--- src/rtl/bp_fetch_pkg.sv ---
`timescale 1ns/1ps
package bp_fetch_pkg;

  typedef enum logic [1:0] {
    RES_OK  = 2'd0,
    RES_DIR = 2'd1,
    RES_TGT = 2'd2
  } res_kind_e;

  localparam logic [1:0] CTR_WEAK_TAKEN = 2'b10;

  function automatic logic [1:0] ctr_step(input logic [1:0] c, input logic up);
    if (up) return (c == 2'b11) ? c : c + 2'd1;
    return (c == 2'b00) ? c : c - 2'd1;
  endfunction

endpackage

--- src/rtl/bp_pred_cache.sv ---
`timescale 1ns/1ps
module bp_pred_cache
  import bp_fetch_pkg::*;
#(
  parameter int ADDR_W  = 32,
  parameter int IDX_W   = 4,
  parameter int ALIGN_W = 2
) (
  input  logic              clk_i,
  input  logic              rst_ni,
  input  logic [ADDR_W-1:0] look_addr_i,
  input  logic              upd_en_i,
  input  logic [ADDR_W-1:0] upd_pc_i,
  input  logic              upd_taken_i,
  input  logic [ADDR_W-1:0] upd_target_i,
  output logic              taken_o,
  output logic [ADDR_W-1:0] target_o
);
  localparam int NUM   = 1 << IDX_W;
  localparam int TAG_W = ADDR_W - IDX_W - ALIGN_W;

  logic [IDX_W-1:0] look_idx, upd_idx;
  logic [TAG_W-1:0] look_tag, upd_tag;

  assign look_idx = look_addr_i[ALIGN_W +: IDX_W];
  assign look_tag = look_addr_i[ADDR_W-1 -: TAG_W];
  assign upd_idx  = upd_pc_i[ALIGN_W +: IDX_W];
  assign upd_tag  = upd_pc_i[ADDR_W-1 -: TAG_W];

  logic unused_align;
  assign unused_align = ^{look_addr_i[ALIGN_W-1:0], upd_pc_i[ALIGN_W-1:0]};

  logic [NUM-1:0]    ent_v;
  logic [TAG_W-1:0]  ent_tag [NUM];
  logic [ADDR_W-1:0] ent_tgt [NUM];
  logic [1:0]        ent_ctr [NUM];

  for (genvar g = 0; g < NUM; g++) begin : g_ent
    logic              v_q;
    logic [TAG_W-1:0]  tag_q;
    logic [ADDR_W-1:0] tgt_q;
    logic [1:0]        ctr_q;
    logic              sel, same;

    assign sel  = upd_en_i && (upd_idx == IDX_W'(g));
    assign same = v_q && (tag_q == upd_tag);

    always_ff @(posedge clk_i or negedge rst_ni) begin
      if (!rst_ni) begin
        v_q   <= 1'b0;
        tag_q <= '0;
        tgt_q <= '0;
        ctr_q <= '0;
      end else if (sel) begin
        if (same) begin
          // train a hit entry
          ctr_q <= ctr_step(ctr_q, upd_taken_i);
          if (upd_taken_i) tgt_q <= upd_target_i;
        end else if (upd_taken_i) begin
          // taken miss evicts whatever shares the index
          v_q   <= 1'b1;
          tag_q <= upd_tag;
          tgt_q <= upd_target_i;
          ctr_q <= CTR_WEAK_TAKEN;
        end
      end
    end

    assign ent_v[g]   = v_q;
    assign ent_tag[g] = tag_q;
    assign ent_tgt[g] = tgt_q;
    assign ent_ctr[g] = ctr_q;
  end

  logic look_hit;
  assign look_hit = ent_v[look_idx] && (ent_tag[look_idx] == look_tag);
  assign taken_o  = look_hit && ent_ctr[look_idx][1];
  assign target_o = ent_tgt[look_idx];

endmodule

--- src/rtl/bp_res_check.sv ---
`timescale 1ns/1ps
module bp_res_check
  import bp_fetch_pkg::*;
#(
  parameter int ADDR_W  = 32,
  parameter int ALIGN_W = 2
) (
  input  logic              res_taken_i,
  input  logic [ADDR_W-1:0] res_pc_i,
  input  logic [ADDR_W-1:0] res_target_i,
  input  logic              res_pred_taken_i,
  input  logic [ADDR_W-1:0] res_pred_target_i,
  output res_kind_e         kind_o,
  output logic [ADDR_W-1:0] correct_addr_o
);
  localparam logic [ADDR_W-1:0] STEP = ADDR_W'(1 << ALIGN_W);

  always_comb begin
    if (res_taken_i != res_pred_taken_i)
      kind_o = RES_DIR;
    else if (res_taken_i && (res_target_i != res_pred_target_i))
      kind_o = RES_TGT;
    else
      kind_o = RES_OK;
  end

  assign correct_addr_o = res_taken_i ? res_target_i : res_pc_i + STEP;

endmodule

--- src/rtl/bp_refill_timer.sv ---
`timescale 1ns/1ps
module bp_refill_timer #(
  parameter int REFILL_CYC = 7
) (
  input  logic clk_i,
  input  logic rst_ni,
  input  logic load_i,
  output logic block_o
);
  localparam int CNT_W = $clog2(REFILL_CYC + 1);

  logic [CNT_W-1:0] cnt_q;

  always_ff @(posedge clk_i or negedge rst_ni) begin
    if (!rst_ni)              cnt_q <= '0;
    else if (load_i)          cnt_q <= CNT_W'(REFILL_CYC);
    else if (cnt_q != '0)     cnt_q <= cnt_q - 1'b1;
  end

  assign block_o = (cnt_q != '0);

endmodule

--- src/rtl/bp_fetch_pc.sv ---
`timescale 1ns/1ps
module bp_fetch_pc #(
  parameter int                 ADDR_W     = 32,
  parameter int                 ALIGN_W    = 2,
  parameter logic [ADDR_W-1:0]  RESET_ADDR = 'h100
) (
  input  logic              clk_i,
  input  logic              rst_ni,
  input  logic              redirect_i,
  input  logic [ADDR_W-1:0] redirect_addr_i,
  input  logic              pred_taken_i,
  input  logic [ADDR_W-1:0] pred_target_i,
  output logic [ADDR_W-1:0] pc_o
);
  localparam logic [ADDR_W-1:0] STEP = ADDR_W'(1 << ALIGN_W);

  logic [ADDR_W-1:0] pc_q, pc_d;

  // redirect from execute outranks the fetch-side prediction
  always_comb begin
    if (redirect_i)        pc_d = redirect_addr_i;
    else if (pred_taken_i) pc_d = pred_target_i;
    else                   pc_d = pc_q + STEP;
  end

  always_ff @(posedge clk_i or negedge rst_ni) begin
    if (!rst_ni) pc_q <= RESET_ADDR;
    else         pc_q <= pc_d;
  end

  assign pc_o = pc_q;

endmodule

--- src/rtl/bp_fetch_ctrl.sv ---
`timescale 1ns/1ps
module bp_fetch_ctrl
  import bp_fetch_pkg::*;
#(
  parameter int                ADDR_W     = 32,
  parameter int                IDX_W      = 4,
  parameter int                REFILL_CYC = 7,
  parameter logic [ADDR_W-1:0] RESET_ADDR = 'h100
) (
  input  logic              clk_i,
  input  logic              rst_ni,
  output logic [ADDR_W-1:0] fetch_addr_o,
  output logic              pred_taken_o,
  output logic [ADDR_W-1:0] pred_target_o,
  input  logic              res_valid_i,
  input  logic [ADDR_W-1:0] res_pc_i,
  input  logic              res_taken_i,
  input  logic [ADDR_W-1:0] res_target_i,
  input  logic              res_pred_taken_i,
  input  logic [ADDR_W-1:0] res_pred_target_i,
  output logic              flush_o,
  output logic              issue_block_o
);
  localparam int ALIGN_W = 2;

  res_kind_e         res_kind;
  logic [ADDR_W-1:0] correct_addr;
  logic              res_accept, mispredict, flush_q;

  // resolutions arriving during refill belong to killed work
  assign res_accept = res_valid_i && !issue_block_o;
  assign mispredict = res_accept && (res_kind != RES_OK);

  bp_res_check #(.ADDR_W(ADDR_W), .ALIGN_W(ALIGN_W)) i_res_check (
    .res_taken_i      (res_taken_i),
    .res_pc_i         (res_pc_i),
    .res_target_i     (res_target_i),
    .res_pred_taken_i (res_pred_taken_i),
    .res_pred_target_i(res_pred_target_i),
    .kind_o           (res_kind),
    .correct_addr_o   (correct_addr)
  );

  bp_pred_cache #(.ADDR_W(ADDR_W), .IDX_W(IDX_W), .ALIGN_W(ALIGN_W)) i_pred_cache (
    .clk_i       (clk_i),
    .rst_ni      (rst_ni),
    .look_addr_i (fetch_addr_o),
    .upd_en_i    (res_accept),
    .upd_pc_i    (res_pc_i),
    .upd_taken_i (res_taken_i),
    .upd_target_i(res_target_i),
    .taken_o     (pred_taken_o),
    .target_o    (pred_target_o)
  );

  bp_fetch_pc #(.ADDR_W(ADDR_W), .ALIGN_W(ALIGN_W), .RESET_ADDR(RESET_ADDR)) i_fetch_pc (
    .clk_i          (clk_i),
    .rst_ni         (rst_ni),
    .redirect_i     (mispredict),
    .redirect_addr_i(correct_addr),
    .pred_taken_i   (pred_taken_o),
    .pred_target_i  (pred_target_o),
    .pc_o           (fetch_addr_o)
  );

  bp_refill_timer #(.REFILL_CYC(REFILL_CYC)) i_refill_timer (
    .clk_i  (clk_i),
    .rst_ni (rst_ni),
    .load_i (mispredict),
    .block_o(issue_block_o)
  );

  always_ff @(posedge clk_i or negedge rst_ni) begin
    if (!rst_ni) flush_q <= 1'b0;
    else         flush_q <= mispredict;
  end

  assign flush_o = flush_q;

endmodule

--- config.mk ---
export PLATFORM = sky130hd
export DESIGN_NAME = bp_fetch_ctrl
export DESIGN_NICKNAME = d
export VERILOG_FILES = /design/src/rtl/bp_fetch_pkg.sv /design/src/rtl/bp_pred_cache.sv /design/src/rtl/bp_res_check.sv /design/src/rtl/bp_refill_timer.sv /design/src/rtl/bp_fetch_pc.sv /design/src/rtl/bp_fetch_ctrl.sv
export SDC_FILE = /design/constraint.sdc
export NUM_CORES = 2
export LEC_CHECK = 0
export BUFFER_PORTS_ARGS = -buffer_cell sky130_fd_sc_hd__buf_4
export CELL_PAD_IN_SITES_DETAIL_PLACEMENT = 1
export CELL_PAD_IN_SITES_GLOBAL_PLACEMENT = 1
export CORE_ASPECT_RATIO = 0.9
export CORE_MARGIN = 3
export CORE_UTILIZATION = 47
export DETAILED_ROUTE_END_ITERATION = 6
export PLACE_DENSITY_LB_ADDON = 0.3
export SLEW_MARGIN = 15
export SYNTH_ARGS = -nofsm -noshare
export SYNTH_HDL_FRONTEND = slang
export SYNTH_SLANG_ARGS = --single-unit
--- constraint.sdc ---
create_clock -name clk_i -period 3.28 [get_ports clk_i]
set_input_delay 0.164 -clock clk_i [delete_from_list [all_inputs] [get_ports clk_i]]
set_output_delay 0.164 -clock clk_i [all_outputs]
set_load 0.02 [all_outputs]
# ---- Word-level counts from Yosys, hierarchy flattened
# Cells that the tools add are included.
dict set report op_classes {
  n_mux 132
  addsub 35
  n_bitwise 17
  magnitude_cmp 2
  n_reduce_logical 122
  eq_ne 82
}
# cell n
set op_table {}
lappend op_table {{$eq A26 B26 Y1} 17}
lappend op_table {{$mux W2} 85}
lappend op_table {{$mux W32} 5}
lappend op_table {{$bmux W32 S4} 1}
lappend op_table {{$bmux W26 S4} 1}
lappend op_table {{$add A32 B3 Y32 const B} 2}
lappend op_table {{$ne A4 B4 Y1 const B} 16}
lappend op_table {{$reduce_and A4 Y1} 16}
lappend op_table {{$mux W26} 2}
lappend op_table {{$ne A3 B3 Y1 const B} 16}
lappend op_table {{$reduce_and A3 Y1} 16}
lappend op_table {{$logic_and A1 B1 Y1} 37}
lappend op_table {{$reduce_bool A2 Y1} 18}
lappend op_table {{$mux W1} 34}
lappend op_table {{$add A2 B1 Y2 const B} 16}
lappend op_table {{$eq A2 B2 Y1 const B} 16}
lappend op_table {{$eq A4 B4 Y1 const B} 8}
lappend op_table {{$logic_not A2 Y1} 16}
lappend op_table {{$ne A32 B32 Y1} 1}
lappend op_table {{$reduce_and A2 Y1} 16}
lappend op_table {{$sub A2 B1 Y2 const B} 16}
lappend op_table {{$eq A4 B3 Y1 const B} 4}
lappend op_table {{$not A1 Y1} 16}
lappend op_table {{$bmux W2 S4} 1}
lappend op_table {{12 further kinds} 14}
dict set report totals {
  inputBits 101
  out_inout_bits 67
  ff_bits 1012
}

# ---- Longest topological paths before layout
dict set report logic_depth {
  ltp_word 9
  depth_mapped 16
  ltp_nobuf 10
}

# ---- Cells and area by module
# From an unflattened synthesis, not the netlist that was laid out.
dict set report unflattened {
  hier_cells 3951
  area_unflattened_um2 54383.4
}
# mod n_inst seq_area_each_um2 cells_each area_per_inst_um2
set by_module_without_submodules {}
lappend by_module_without_submodules {bp_pred_cache 1 24423.4 3492 50783.7}
lappend by_module_without_submodules {bp_fetch_pc 1 802.0 221 2004.4}
lappend by_module_without_submodules {bp_res_check 1 0.0 218 1370.1}
lappend by_module_without_submodules {bp_refill_timer 1 75.1 17 178.9}
lappend by_module_without_submodules {bp_fetch_ctrl 1 25.0 3 46.3}

# ---- Worst setup path before layout
# OpenSTA, ideal clock, no wires.
dict set report synth_path {
  path_kind {flip-flop to flip-flop}
  start {reg i_fetch_pc.pc_q[2] (netlist: i_fetch_pc.pc_o[2])}
  end {reg i_fetch_pc.pc_q[10] (netlist: i_fetch_pc.pc_o[10])}
  arrival_time_ns 3.720
  stages_incl_launch_ff 13
  setup_time_ns 0.135
  path_slack_ns -0.575
  cell_sequence {dfrtp_1 > buf_6 > buf_8 > buf_6 > buf_6 > buf_4 > buf_4 > buf_2 > buf_1 > mux4_2 > mux4_2 > o41ai_1 > o22ai_1}
}
# item line
set synth_rtl {}
lappend synth_rtl {{start: declaration} bp_fetch_pc.sv:17} ;# logic [ADDR_W-1:0] pc_q, pc_d;
lappend synth_rtl {{start signal: assignment} bp_fetch_pc.sv:28} ;# else pc_q <= pc_d;
lappend synth_rtl {{$not A4 Y5 (implied by the code)} bp_pred_cache.sv:78} ;# assign target_o = ent_tgt[look_idx];
lappend synth_rtl {{$bmux W32 S4} bp_pred_cache.sv:78}
lappend synth_rtl {{$mux W32 (implied by the code) (2 in a row)} bp_pred_cache.sv:78}
lappend synth_rtl {{net pred_target_o[10]} bp_fetch_ctrl.sv:14} ;# output logic [ADDR_W-1:0] pred_target_o,
lappend synth_rtl {{$mux W32} bp_fetch_pc.sv:22} ;# else if (pred_taken_i) pc_d = pred_target_i;
lappend synth_rtl {{$mux W32} bp_fetch_pc.sv:21} ;# if (redirect_i) pc_d = redirect_addr_i;
lappend synth_rtl {{net i_fetch_pc.pc_d[10]} bp_fetch_pc.sv:17}
# The timed path passes the listed nets, and every way through them passes these cells. The select of a mux whose other input is x is not followed.
# A chain may end at the register's enable or synchronous reset.

# ---- Final worst setup path
dict set report layout_path {
  start {reg i_fetch_pc.pc_q[2] (netlist: i_fetch_pc.pc_o[2])}
  end {reg i_fetch_pc.pc_q[25] (netlist: i_fetch_pc.pc_o[25])}
}
dict set report layout_between {
  elab_chain_len 9
}
# item line
set layout_lines {}
lappend layout_lines {{$not A4 Y5 (implied by the code)} {bp_pred_cache.sv:76, bp_pred_cache.sv:77, bp_pred_cache.sv:78}}
lappend layout_lines {{$bmux W26 S4} bp_pred_cache.sv:76} ;# assign look_hit = ent_v[look_idx] && (ent_tag[look_idx] == look_tag);
lappend layout_lines {{$mux W26 (implied by the code) (2 in a row)} bp_pred_cache.sv:76}
lappend layout_lines {{$eq A26 B26 Y1} bp_pred_cache.sv:76}
lappend layout_lines {{$logic_and A1 B1 Y1} bp_pred_cache.sv:76}
lappend layout_lines {{$logic_and A1 B1 Y1} bp_pred_cache.sv:77} ;# assign taken_o = look_hit && ent_ctr[look_idx][1];
lappend layout_lines {{$mux W32 *} bp_fetch_pc.sv:22}
lappend layout_lines {{$mux W32 *} bp_fetch_pc.sv:21}
lappend layout_lines {{net i_fetch_pc.pc_d[25]} bp_fetch_pc.sv:17}
# Mark *: on every way through the listed nets, which the timed path passes. The rest lies on a longest branch. The select of a mux whose other input is x is not followed.

==> results.rst <==
.. list-table::
   :header-rows: 1

   * - Metric
     - Value
   * - Status
     - finished, violations left
   * - Failing checks
     - negative setup slack
   * - Clk Latency, worst-skew pair
     - 730 ps
   * - Clock root cell
     - clkbuf_16
   * - Number of failing hold endpoints at the final stage
     - 0
   * - CP startpoint kind
     - flop
   * - Initial antenna violation count
     - 8
   * - Signed area change from the synthesized netlist to the final layout
     - 21.59%
   * - Global routing usage summed across all routing layers
     - 34.18%
   * - Vertical extent of the die
     - 325.5 um
   * - Die footprint
     - 117500 um2
   * - EDFF count, synth
     - 0
   * - Biggest area consumer among synthesized cells
     - dfrtp_1
   * - Total number of vias
     - 40.39k
   * - Predominant post-synthesis flop cell
     - dfrtp_1
   * - Number of max-slew violations in the final report
     - 0
   * - P_leak
     - 0.02975 uW
   * - Critical setup path kind
     - flop to flop
   * - Slew of the pin with the lowest slew margin
     - 929.1 ps
   * - H-Tree Depth
     - 3
   * - Synth top area share
     - 47.44%
   * - RSZ-0062 raised after global routing
     - yes
   * - Largest driver fanout on the critical path
     - 7
   * - Routing usage on met3
     - 7.133%
   * - Maximum single-stage delay on the critical path
     - 530 ps
   * - Type of element capturing the critical path
     - flop
   * - Global-route wire length before repair
     - 294200 um
   * - Nets@finish
     - 4564
   * - Clock slew seen by the registers of the worst setup and hold paths
     - 70 ps
   * - Distinct cell type count after synthesis
     - 63
   * - Largest vdd supply drop
     - 0.5065 mV
   * - Final setup violation count
     - 73
   * - Sum of routed wire length over all layers
     - 219900 um
   * - Total power
     - 48340 uW
   * - Sequential fraction of the synthesis area
     - 47.49%
   * - Die Span X
     - 361.1 um
   * - Min setup slack post-route
     - -925.4 ps
   * - Path class of the lowest-slack min-delay path
     - input pin to flop
   * - Biggest area contributors in the synthesized netlist
     - dfrtp_1 (47%), mux2_2 (20%), mux4_2 (11%)
   * - Synthesized area divided by synthesized cell count
     - 13.11 um2
   * - Half-perimeter wire length of the detailed placement result
     - 135800 um
   * - Maximum buffer depth of the clock tree
     - 3
   * - Pin count of the biggest net entering global routing
     - 98
   * - Number of vias per cell after detailed routing
     - 6.712
   * - Top Ports
     - 168
   * - Final critical-path share of the clock period
     - 128.2%
   * - Headroom to the max-slew limit
     - 38.06%
   * - Buffers & Inverters on Critical Path
     - 9
   * - Standard-cell rows
     - 116
   * - Ratio of cells with drive above 1 in the final layout
     - 45.98%
   * - CP Data Required Time
     - 3880 ps
   * - Last weighted congestion value of the routability-driven placer
     - 1.001
   * - Post-Synthesis Net Count
     - 4176
   * - Port buffer count
     - 167
   * - Register Area
     - 25340 um2
   * - Final instance area
     - 64840 um2
   * - Power density over cell area
     - 745.6 nW/um2
   * - Vias in the first global route
     - 40.84k
   * - Multi-input logic area
     - 27100 um2
   * - Core ar.
     - 111900 um2
   * - Post-detailed-route count of antenna-violating nets
     - 0
   * - YS warnings
     - 0
   * - Global route overflow
     - 0
   * - Grt peak-use layer
     - met2
   * - FMAX
     - 0.2378 GHz
   * - Async SR Flop Fraction
     - 100.0%
   * - Critical-path cell with the highest stage delay
     - mux4_2
   * - Met1 Resource Use GR
     - 47.76%
   * - Crit path DAT
     - 4800 ps
   * - Most Frequent Cell on Critical Path
     - buf_4
   * - Global routing met2 resource utilization
     - 51.69%
   * - Number of flip-flops and latches in the synthesized netlist
     - 1012
   * - Number of search-and-repair iterations in the first detailed-routing pass
     - 6
   * - Effective utilization at floorplan
     - 47.65%
   * - Worst clock skew on the final layout
     - 43.97 ps
   * - Total DRC errors in the routed layout
     - 0
   * - Routed wirelength normalized by instance count
     - 36.55 um
   * - Dpl cell area
     - 58520 um2
   * - Layout fillers
     - 10.66k
   * - Cell Area, Synth
     - 53320 um2
   * - Max-cap violation count
     - 0
   * - CTS sink cnt
     - 1012
   * - Cell-by-cell listing of the critical path
     - buf_12 -> buf_16 -> buf_4 -> mux4_2 -> and2_1 -> o21ai_0 -> a21oi_1 -> a2111oi_4 -> buf_4 -> o2111ai_4 -> buf_12 -> buf_4 -> buf_12 -> buf_4 -> clkbuf_16 -> o31a_1 -> o22ai_1
   * - Clock buffers created by TritonCTS
     - 107
   * - Number of DRC markers in iteration 0
     - 5231
   * - Post-layout min period
     - 4205 ps
   * - CTS tree
     - built
   * - Worst path top cell family by delay
     - compound AO/OA/AOI/OAI gates
   * - Synth Instances
     - 4068
[through the flow]
stage | instances | setup WS (ps) | util, % | hold slack (ps) | setup TNS, ps
after floorplan | 4068 | -29.88 | - | -131.6 | -674.9
after global placement | 5685 | -746.6 | 52.30 | 267.8 | -22520
after detailed placement | 5685 | -720.0 | 52.30 | 266.6 | -21000
after CTS | 5941 | -768.7 | 56.37 | 8.680 | -30080
after global routing | 6014 | -1130 | 57.93 | 26.72 | -39140
final | 6018 | -925.4 | 57.94 | 40.93 | -33430
[Yosys cell counts, types with 5 or more instances]
library cell / count
mux2i_1: 41
nor2_1: 100
a21oi_1: 57
xnor2_1: 441
clkbuf_1: 302
buf_2: 25
or3_1: 6
o22ai_1: 39
inv_1: 37
dfrtp_1: 1011
o31a_1: 29
a221oi_1: 5
and2_1: 6
a31oi_1: 7
xor2_1: 74
nand2_1: 146
nand3_1: 48
o41ai_1: 28
nor3_1: 22
nand2b_1: 11
buf_1: 43
buf_4: 8
mux2_2: 945
mux4_2: 249
a211oi_1: 5
a22o_1: 19
a21o_1: 15
o211ai_1: 8
nor4_1: 33
or4_1: 16
and4_1: 6
a22oi_1: 13
o21ai_0: 58
nor2b_1: 16
o31ai_1: 7
or2_2: 14
nand4_1: 111
and3_1: 13
ha_1: 7
[cells in the final DEF (no fill, tap or decap), types with 12 or more instances in the layout]
cell type         n
nor2_1           84
clkbuf_16       127
o21ai_0          56
o22ai_1          34
nand2_1         145
or4_1            15
o41ai_4          17
buf_6            52
nor2_4           12
a21o_1           15
nand3_1          44
buf_16           12
dfrtp_1        1007
dlygate4sd3_1    40
buf_4           458
clkinv_2         13
or2_2            14
buf_12           68
a21oi_1          57
xnor2_1         441
nor3_2           13
inv_1            36
mux2i_1          39
a22o_1           19
nand4_1         111
nor2b_1          16
mux2_2          945
nor4_1           32
clkbuf_1         27
mux4_2          249
o31a_1           29
and3_1           13
clkbuf_8         27
xor2_1           74
[flip-flops by register name, summed over array words and instances, names as in the netlist]
signal	flops
i_pred_cache.g_ent.tag_q	416
i_pred_cache.g_ent.v_q	16
i_refill_timer.cnt_q	3
flush_o	1
i_fetch_pc.pc_o	32
i_pred_cache.g_ent.tgt_q	512
i_pred_cache.g_ent.ctr_q	32
[worst paths after layout]
| path | from | endpoint | slack (ps) | cells after the start |
|---|---|---|---|---|
| hold / removal | res_pc_i[28] | i_pred_cache.g_ent[0].tag_q[22] | 40 | 2 |
| setup reg to reg | i_fetch_pc.pc_o[2] | i_fetch_pc.pc_o[25] | -930 | 17 |
| max in group asynchronous | rst_ni | i_pred_cache.g_ent[7].tgt_q[5] | 1960 | 3 |
| setup / recovery | i_fetch_pc.pc_o[2] | i_fetch_pc.pc_o[25] | -930 | 17 |
| min in group asynchronous | rst_ni | i_pred_cache.g_ent[2].tgt_q[22] | 120 | 2 |
| hold reg to reg | i_pred_cache.g_ent[14].tgt_q[5] | i_pred_cache.g_ent[14].tgt_q[5] | 500 | 1 |
[per-layer routing]
layer | up-vias | part of all wire (%)
met5 | - | 0.0059
met4 | 2 | 6.5
met3 | 738 | 11
met2 | 2665 | 44
met1 | 21361 | 39
li1 | 15628 | -
[timing repair]
action / CTS / global route
endpoints found under the setup margin: 65 / 75
buffers inserted: 17 / 54
pin swaps: 7 / 58
gates resized for setup: 37 / 149
hold endpoints to repair: 603 / 0
cloned: 7 / 21
hold buffers: 40 / 0
[kinds of logic after synthesis]
family	synth area share (%)
compound gates	4.141
buf+inv	3.156
fa+ha+maj	0.1642
simple gates	5.343
xor+xnor	8.459
flops	47.49
mux	31.24
[power breakdown]
group	total, uW	switching, uW	internal (uW)
combinational	18800	9830	8960
sequential	16800	2300	14500
clock	12800	5510	7290
total	48300	17600	30700
[cell type report]
cell class / count / area share (%)
diodes: 4 / 0.01544
clock buffers: 162 / 4.898
clock inverters: 30 / 0.6272
inverters: 38 / 0.2219
multi-input cells: 2635 / 41.79
flip-flops and latches: 1012 / 39.08
well taps: 1475 / 2.846
repair buffers: 662 / 10.52
No activity file was read; power rests on OpenSTA's default activity.
